### src/rtl/hevt_pkg.sv
package hevt_pkg;
  typedef enum logic [1:0] {
    SEQ_IDLE = 2'd0,
    SEQ_SMI  = 2'd1,
    SEQ_SCI  = 2'd2
  } seq_state_e;

  localparam int unsigned NUM_CH = 3;
  localparam int unsigned CH_SMI  = 0;
  localparam int unsigned CH_SCI  = 1;
  localparam int unsigned CH_WAKE = 2;
endpackage

### src/rtl/hevt_enable.sv
module hevt_enable (
  input  logic clk_i,
  input  logic rst_ni,
  input  logic init_done_i,
  output logic en_o
);
  logic en_q;

  always_ff @(posedge clk_i or negedge rst_ni) begin
    if (!rst_ni) en_q <= 1'b0;
    else if (init_done_i) en_q <= 1'b1;
  end

  assign en_o = en_q;
endmodule

### src/rtl/hevt_eval.sv
module hevt_eval
  import hevt_pkg::*;
#(
  parameter int unsigned EVT_W = 32
) (
  input  logic             clk_i,
  input  logic             rst_ni,
  input  logic             en_i,
  input  logic             update_i,
  input  logic [EVT_W-1:0] events_i,
  input  logic [EVT_W-1:0] smi_mask_i,
  input  logic [EVT_W-1:0] sci_mask_i,
  input  logic [EVT_W-1:0] wake_mask_i,
  output logic             smi_pend_o,
  output logic             sci_pend_o,
  output logic             wake_o,
  output logic             smi_fire_o,
  output logic             sci_fire_o
);
  logic [EVT_W-1:0] mask_arr [NUM_CH];
  logic [NUM_CH-1:0] hit;
  logic [NUM_CH-1:0] stat_q;
  logic              take;

  assign mask_arr[CH_SMI]  = smi_mask_i;
  assign mask_arr[CH_SCI]  = sci_mask_i;
  assign mask_arr[CH_WAKE] = wake_mask_i;
  assign take = en_i & update_i;

  for (genvar c = 0; c < NUM_CH; c++) begin : g_ch
    assign hit[c] = |(events_i & mask_arr[c]);

    always_ff @(posedge clk_i or negedge rst_ni) begin
      if (!rst_ni) stat_q[c] <= 1'b0;
      else if (take) stat_q[c] <= hit[c];
    end
  end

  // SMI marks only the edge into pending; SCI fires on each hit
  assign smi_fire_o = take & hit[CH_SMI] & ~stat_q[CH_SMI];
  assign sci_fire_o = take & hit[CH_SCI];

  assign smi_pend_o = stat_q[CH_SMI];
  assign sci_pend_o = stat_q[CH_SCI];
  assign wake_o     = stat_q[CH_WAKE];
endmodule

### src/rtl/hevt_pulse_seq.sv
module hevt_pulse_seq
  import hevt_pkg::*;
#(
  parameter int unsigned PULSE_LEN = 4
) (
  input  logic clk_i,
  input  logic rst_ni,
  input  logic smi_req_i,
  input  logic sci_req_i,
  output logic smi_n_o,
  output logic sci_n_o
);
  localparam int unsigned CNT_W = (PULSE_LEN > 1) ? $clog2(PULSE_LEN) : 1;
  localparam logic [CNT_W-1:0] CNT_LAST = CNT_W'(PULSE_LEN - 1);

  seq_state_e       state_q, state_d;
  logic [CNT_W-1:0] cnt_q, cnt_d;
  logic             smi_q, smi_d, sci_q, sci_d;
  logic             smi_want, sci_want, last;

  assign smi_want = smi_q | smi_req_i;
  assign sci_want = sci_q | sci_req_i;
  assign last     = (cnt_q == CNT_LAST);

  always_comb begin
    state_d = state_q;
    cnt_d   = cnt_q;
    smi_d   = smi_q;
    sci_d   = sci_q;
    unique case (state_q)
      SEQ_IDLE: begin
        cnt_d = '0;
        if (smi_want) begin
          state_d = SEQ_SMI;
          smi_d   = 1'b0;
          sci_d   = sci_want;
        end else if (sci_want) begin
          state_d = SEQ_SCI;
          sci_d   = 1'b0;
        end
      end
      SEQ_SMI: begin
        smi_d = 1'b0;              // merged into running pulse
        sci_d = sci_want;
        if (!last) begin
          cnt_d = cnt_q + 1'b1;
        end else begin
          cnt_d = '0;
          if (sci_want) begin
            state_d = SEQ_SCI;
            sci_d   = 1'b0;
          end else begin
            state_d = SEQ_IDLE;
          end
        end
      end
      SEQ_SCI: begin
        sci_d = 1'b0;              // merged into running pulse
        smi_d = smi_want;
        if (!last) begin
          cnt_d = cnt_q + 1'b1;
        end else begin
          cnt_d = '0;
          if (smi_want) begin
            state_d = SEQ_SMI;
            smi_d   = 1'b0;
          end else begin
            state_d = SEQ_IDLE;
          end
        end
      end
      default: begin
        state_d = SEQ_IDLE;
        cnt_d   = '0;
        smi_d   = 1'b0;
        sci_d   = 1'b0;
      end
    endcase
  end

  always_ff @(posedge clk_i or negedge rst_ni) begin
    if (!rst_ni) begin
      state_q <= SEQ_IDLE;
      cnt_q   <= '0;
      smi_q   <= 1'b0;
      sci_q   <= 1'b0;
    end else begin
      state_q <= state_d;
      cnt_q   <= cnt_d;
      smi_q   <= smi_d;
      sci_q   <= sci_d;
    end
  end

  assign smi_n_o = (state_q != SEQ_SMI);
  assign sci_n_o = (state_q != SEQ_SCI);
endmodule

### src/rtl/host_evt_gen.sv
module host_evt_gen #(
  parameter int unsigned EVT_W     = 32,
  parameter int unsigned PULSE_LEN = 4
) (
  input  logic             clk_i,
  input  logic             rst_ni,
  input  logic             init_done_i,
  input  logic             update_i,
  input  logic [EVT_W-1:0] events_i,
  input  logic [EVT_W-1:0] smi_mask_i,
  input  logic [EVT_W-1:0] sci_mask_i,
  input  logic [EVT_W-1:0] wake_mask_i,
  input  logic             mbx_sci_req_i,
  output logic             smi_pend_o,
  output logic             sci_pend_o,
  output logic             smi_n_o,
  output logic             sci_n_o,
  output logic             wake_o
);
  logic en;
  logic smi_fire, sci_fire, sci_req;

  hevt_enable u_en (
    .clk_i      (clk_i),
    .rst_ni     (rst_ni),
    .init_done_i(init_done_i),
    .en_o       (en)
  );

  hevt_eval #(.EVT_W(EVT_W)) u_eval (
    .clk_i      (clk_i),
    .rst_ni     (rst_ni),
    .en_i       (en),
    .update_i   (update_i),
    .events_i   (events_i),
    .smi_mask_i (smi_mask_i),
    .sci_mask_i (sci_mask_i),
    .wake_mask_i(wake_mask_i),
    .smi_pend_o (smi_pend_o),
    .sci_pend_o (sci_pend_o),
    .wake_o     (wake_o),
    .smi_fire_o (smi_fire),
    .sci_fire_o (sci_fire)
  );

  assign sci_req = sci_fire | (en & mbx_sci_req_i);

  hevt_pulse_seq #(.PULSE_LEN(PULSE_LEN)) u_seq (
    .clk_i    (clk_i),
    .rst_ni   (rst_ni),
    .smi_req_i(smi_fire),
    .sci_req_i(sci_req),
    .smi_n_o  (smi_n_o),
    .sci_n_o  (sci_n_o)
  );
endmodule

### config.mk
export PLATFORM = sky130hd
export DESIGN_NAME = host_evt_gen
export DESIGN_NICKNAME = d
export VERILOG_FILES = /design/src/rtl/hevt_pkg.sv /design/src/rtl/hevt_enable.sv /design/src/rtl/hevt_eval.sv /design/src/rtl/hevt_pulse_seq.sv /design/src/rtl/host_evt_gen.sv
export SDC_FILE = /design/constraint.sdc
export NUM_CORES = 1
export LEC_CHECK = 0
export ABC_AREA = 1
export BUFFER_PORTS_ARGS = -buffer_cell sky130_fd_sc_hd__buf_2
export CAP_MARGIN = 10
export CORE_AREA = 5 5 64 66
export CTS_CLUSTER_SIZE = 40
export DETAILED_ROUTE_END_ITERATION = 8
export DIE_AREA = 0 0 69 71
export GPL_TIMING_DRIVEN = 0
export PLACE_DENSITY_LB_ADDON = 0.1
export SETUP_SLACK_MARGIN = 0.4
export SLEW_MARGIN = 20
export SYNTH_ARGS = -nofsm -noshare
export SYNTH_HDL_FRONTEND = slang
export SYNTH_HIERARCHICAL = 1
export SYNTH_SLANG_ARGS = --single-unit
### constraint.sdc
create_clock -name clk_i -period 2.9 [get_ports clk_i]
set_input_delay 0 -clock clk_i [delete_from_list [all_inputs] [get_ports clk_i]]
set_output_delay 0 -clock clk_i [all_outputs]
set_load 0.05 [all_outputs]
=== Yosys cells after proc, flatten, opt, wreduce, memory -nomap -nowiden ===
Cells that the tools add are included.

* Bits in registers: 10
* Input port bits: 133
* Output and inout port bits: 5
* Word-level logic and storage cells: 52

* Add/subtract/negate cells: 1
* Equality and inequality tests: 9
* Muxes and demuxes: 16
* Bitwise logic cells: 12
* Reductions and logical operators: 6

{| class="wikitable"
|+ Operators by type and width
! kind !! count
|-
| bitwise AND 32 bit || 3
|-
| OR reduction 32 bit || 3
|-
| two-way mux 2 bit || 7
|-
| != test 2 x 1 -> 1 bit, second input constant || 4
|-
| two-way mux 1 bit || 6
|-
| case mux 2 bit (3 select lines) || 1
|-
| bitwise AND 1 bit || 5
|-
| equality test 2 bit, second input constant || 2
|-
| case mux 1 bit (2 select lines) || 2
|-
| != test 3 x 1 -> 1 bit, second input constant || 1
|-
| bitwise OR 1 bit || 3
|-
| AND reduction 3 bit || 1
|-
| adder 2 x 1 -> 2 bit, second input constant || 1
|-
| equality test 2 x 1 -> 1 bit, second input constant || 1
|-
| logical NOT 2 bit || 1
|-
| != test 2 bit, second input constant || 1
|-
| OR reduction 2 bit || 1
|-
| NOT 1 bit || 1
|}

=== Longest topological paths before layout ===
* Word-level depth: 8
* Mapped depth: 15
* Gate-level depth less buffers: 15

=== Cells and area by module ===
Netlist, hierarchy kept.

{| class="wikitable"
|+ Modules (own cells, without submodules)
! module !! instances !! cells each !! area an instance (µm²) !! seq. area each (µm²)
|-
| hevt_eval || 1 || 205 || 833.3 || 75.1
|-
| hevt_pulse_seq || 1 || 43 || 362.8 || 150.1
|-
| hevt_enable || 1 || 4 || 36.3 || 25.0
|-
| host_evt_gen || 1 || 3 || 11.3 || 0.0
|}

=== Worst setup path after synthesis ===
No wires, ideal clock.

* Path type: reg2reg
* Start: register u_eval.stat_q[0] (netlist: u_eval/smi_pend_o)
* End: register u_seq.state_q[0]
* Setup time: 0.128 ns
* Data arrival time: 1.144 ns
* Data required time: 2.772 ns
* Path slack: 1.628 ns
* Stages on the path, launching flop included: 6
* Buffers on the path: 0
* Period minus slack after synthesis: 1.272 ns
* Cell sequence: dfrtp_1 nor2_1 nor2_2 nand3_1 nand2_2 o21ai_0

* Word-level cells in the longest chain between the ends: 6
* Elaborated cells between the ends (all ways): 9
* Classes of those cells: 1 x eq/ne; 4 x mux; 3 x bitwise; 1 x reduce/logical

{| class="wikitable"
|+ Ends and longest elaborated chain
! what !! RTL line !! RTL
|-
| start: declaration || hevt_eval.sv:22 || <nowiki>logic [NUM_CH-1:0] stat_q;</nowiki>
|-
| start signal: indexed assignment || hevt_eval.sv:35 || <nowiki>else if (take) stat_q[c] <= hit[c];</nowiki>
|-
| NOT 1 bit (*) || hevt_eval.sv:40 || <nowiki>assign smi_fire_o = take & hit[CH_SMI] & ~stat_q[CH_SMI];</nowiki>
|-
| bitwise AND 1 bit (*) || hevt_eval.sv:40 ||
|-
| named net smi_fire || host_evt_gen.sv:21 || <nowiki>logic smi_fire, sci_fire, sci_req;</nowiki>
|-
| bitwise OR 1 bit (*) || hevt_pulse_seq.sv:21 || <nowiki>assign smi_want = smi_q | smi_req_i;</nowiki>
|-
| two-way mux 1 bit || hevt_pulse_seq.sv:64 || <nowiki>if (smi_want) begin</nowiki>
|-
| two-way mux 2 bit || hevt_pulse_seq.sv:60 || <nowiki>if (!last) begin</nowiki>
|-
| case mux 2 bit (3 select lines) || hevt_pulse_seq.sv:30 || <nowiki>unique case (state_q)</nowiki>
|-
| end signal: assignment || hevt_pulse_seq.sv:88 || <nowiki>state_q <= state_d;</nowiki>
|-
| end: declaration || hevt_pulse_seq.sv:16 || <nowiki>seq_state_e state_q, state_d;</nowiki>
|}

The timed path passes the listed nets; every way through them passes the cells marked *. The select of a mux whose other input is x is not followed.
A chain may end at the register's enable or synchronous reset.

=== Worst setup path in the final report ===
* Start: register u_en.en_q (netlist: u_en/en_o)
* End: register u_seq.state_q[0]

* Elaborated cells between the ends (all ways): 14
* Classes of those cells: 1 x eq/ne; 4 x mux; 8 x bitwise; 1 x reduce/logical

{| class="wikitable"
|+ RTL lines
! what !! RTL line !! RTL
|-
| start: declaration || hevt_enable.sv:7 || <nowiki>logic en_q;</nowiki>
|-
| start signal: assignment || hevt_enable.sv:10 || <nowiki>if (!rst_ni) en_q <= 1'b0;</nowiki>
|-
| start signal: assignment || hevt_enable.sv:11 || <nowiki>else if (init_done_i) en_q <= 1'b1;</nowiki>
|-
| bitwise AND 1 bit || hevt_eval.sv:28 || <nowiki>assign take = en_i & update_i;</nowiki>
|-
| bitwise AND 1 bit || hevt_eval.sv:41 || <nowiki>assign sci_fire_o = take & hit[CH_SCI];</nowiki>
|-
| named net sci_fire || host_evt_gen.sv:21 ||
|-
| bitwise OR 1 bit || host_evt_gen.sv:46 || <nowiki>assign sci_req = sci_fire | (en & mbx_sci_req_i);</nowiki>
|-
| named net sci_req || host_evt_gen.sv:21 ||
|-
| bitwise OR 1 bit || hevt_pulse_seq.sv:22 || <nowiki>assign sci_want = sci_q | sci_req_i;</nowiki>
|-
| != test 3 x 1 -> 1 bit (no source line) || n/a ||
|-
| AND reduction 3 bit (no source line) || n/a ||
|}

The timed path passes the listed nets, and every way through them passes these cells. The select of a mux whose other input is x is not followed.

==> impl_metrics.yaml <==
run_status:
  status: "finished, final reports clean"
clock_tree:
  clk_latency_ns: 0.26
  cts_resized: 0
  cts_inserted_buffers: 3
  hold_buffers: 2
  cts.sinks: 10
  h-tree-depth: 1
  clk_pin_slew_ns: 0.06
  clockBufferDepth: 2
  clk_root_buffer_cell: "clkbuf_4"
  tritoncts: "yes"
  post_cts_buffers: 0
yosys:
  synth_cell_types: 14
  synth_area_leaders: "nand2_1 55%, dfrtp_1 20%, nor2_1 10%"
  syn_area_um2: 1240
  yosysTopAreaCell: "nand2_1"
  synth-async-reset-ratio_pct: 100
  synth_top_flop_cell: "dfrtp_1"
  netlist_top_cells_count: "182 x nand2_1, 33 x nor2_1, 14 x inv_1"
  ys_ff_latch: 10
  synth_top_area_share_pct: 54.9
  synth_most_common_cell: "nand2_1"
  synth_nets: 394
  synthCells: 255
  avgSynthCellArea_um2: 4.88
  yosysSeqAreaShare_pct: 20.1
  ys_warn_count: 6
  synth_edf_count: 0
die:
  die_h_um: 71
  dieArea_um2: 4900
  rows: 22
  core_area_um2: 3520
  start_util_pct: 35.3
  pin_count: 138
  die_width_um: 69
min_path:
  hold_class: "in -> reg"
sta:
  max-slew-margin-rel_pct: 83.4
  final-hold-violation-count: 0
  rsz0062_at_grt: "no"
  setup_viol: 0
  fin_setup_tns_ns: 0
  fin_skew_ns: 0.00206
  period_share_pct: 48.1
  fin_crit_ns: 1.40
  fmax_mhz: 716
  final_max_slew_viol_count: 0
  tightest_slew_ns: 0.248
global_routing:
  grt_pass1_wl_um: 7780
  use_met3_pct: 5.11
  use_met2_pct: 34.5
  grt_pass1_vias: 1818
  grtUsageMet1_pct: 21.6
  busiest_layer: "met2"
  overflow: 0
  grt_max_degree: 11
  grt_util_all_layers_pct: 19.1
  antenna_found_initial: 0
place:
  placed_cells: 440
  gp_congestion: 0.889
  dp_hpwl_um: 4390
  port_buffers: 137
worst_setup_path:
  cp.buffers_inverters: 3
  path_cells: "nand2_1, inv_1, nand2_1, inv_1, inv_1, nand2_1, nor2_1, nand3_1, nand2_2, o21ai_0"
  path_class: "reg -> reg"
  cp_top_family: "simple AND/OR/NAND/NOR gates"
  cp.arrival_ns: 1.54
  regToRegStartpoint: "u_en/en_o$_DFFE_PN0P_"
  rr_endpoint: "u_seq/state_q[0]$_DFFE_PN0P_"
  critPathCapture: "u_seq/state_q[0]$_DFFE_PN0P_"
  slowest_delay_ns: 0.39
  critical-path-slowest-cell: "dfrtp_1"
  reg2reg_setup_slack_ns: 1.50
  required_ns: 3.04
  reg2reg_depth: 10
  crit_fanout: 4
  crit_start: "u_en/en_o$_DFFE_PN0P_"
  endpoint_kind: "register"
  startpoint_type: "register"
  cp.depth: 10
power:
  power_leakage_uw: 0.00136
  vdd_drop_max_uv: 517
  p_per_area_nw_per_um2: 358
detailed_routing:
  via_per_inst: 4.26
  drt-total-wl_um: 4870
  wire_per_inst_um: 10.9
  first_pass_iters: 4
  drtAntennaViolNets: 0
  detailedRoute.firstIterationViolations: 70
  num_vias: 1895
  drcViolationCount: 0
layout:
  drive_above_1_share_pct: 36.0
  fillers: 406
  num_antenna_cells: 0
  finalNetCount: 538
  syn_to_final_growth_pct: 63.4
  fin_cells: 445
flow_run:
  max_cap_viol_count: 0
[worst min-delay path, stage by stage]
cell	delay [ns]
buf_2	0.08
nand2_1	0.09
nand2_1	0.07
nand2_1	0.04
[routing by layer]
| metal | up-vias | wire length [µm] |
|---|---|---|
| met3 | 8 | 414 |
| met2 | 80 | 2380 |
| met1 | 758 | 1970 |
| met4 | 0 | 95 |
| li1 | 1049 | - |
| met5 | - | 0 |
[area by class of cell]
type	count	area, µm²	share of cell area (%)
sequential	10	250	12.3
inverter	14	52.6	2.59
timing repair buffer	139	706	34.7
multi-input combinational	231	941	46.3
tap	48	60.1	2.96
clock buffer	3	22.5	1.11
[flip-flops by register name, summed over array words and instances, names as in the netlist]
name and count:
u_eval/smi_pend_o 1, u_seq/state_q 2, u_en/en_o 1, u_seq/sci_q 1, u_eval/sci_pend_o 1, u_seq/cnt_q 2
u_seq/smi_q 1, u_eval/wake_o 1
[kinds of logic after synthesis]
family,synth area share (%)
AOI/OAI and AO/OA,2.92
and+or+nand+nor,66.7
DFF,20.1
adders and majority gates,6.04
buffers and inverters,4.23
[where the power goes]
part	switching, µW	internal, µW
logic	252	180
clock network	44.5	47.8
registers	28.3	175
total	324	402
[worst min path at each step]
stage / from / to / slack, ns / depth (start not counted)
after floorplan: rst_ni / u_en/en_o$_DFFE_PN0P_ / -0.30 / 0
after global placement: rst_ni / u_seq/cnt_q[1]$_DFF_PN0_ / -0.13 / 1
after detailed placement: rst_ni / u_seq/cnt_q[1]$_DFF_PN0_ / -0.12 / 1
after CTS: update_i / u_eval/sci_pend_o$_DFFE_PN0P_ / 0.05 / 4
after global routing: update_i / u_eval/wake_o$_DFFE_PN0P_ / 0.1 / 4
final: update_i / u_eval/sci_pend_o$_DFFE_PN0P_ / 0.05 / 4
[per-stage QoR]
step | util [%] | area [µm²] | hold slack (ns) | setup slack, ns | total power (µW)
after global placement | 56.5 | 1990 | -0.126 | 1.54 | 627
after global routing | 57.7 | 2030 | 0.0952 | 1.29 | 808
final | 57.7 | 2030 | 0.0547 | 1.50 | 727
after floorplan | - | 1240 | -0.296 | 1.63 | 473
after CTS | 57.7 | 2030 | 0.0512 | 1.52 | 732
after detailed placement | 56.5 | 1990 | -0.121 | 1.54 | 635
[placed cells by master, fill, tap and decap left out]
| cell type | count |
|---|---|
| ha_1 | 6 |
| o21ai_0 | 2 |
| o211ai_1 | 1 |
| o21ai_2 | 1 |
| dlygate4sd3_1 | 2 |
| nand2_1 | 182 |
| nand3_1 | 1 |
| clkbuf_4 | 3 |
| nor2_1 | 33 |
| nor3_1 | 1 |
| o21ai_1 | 1 |
| nor2_2 | 1 |
| a21oi_1 | 1 |
| nand2_2 | 1 |
| inv_1 | 14 |
| buf_2 | 137 |
| dfrtp_1 | 10 |
No activity file was read; power rests on OpenSTA's default activity.
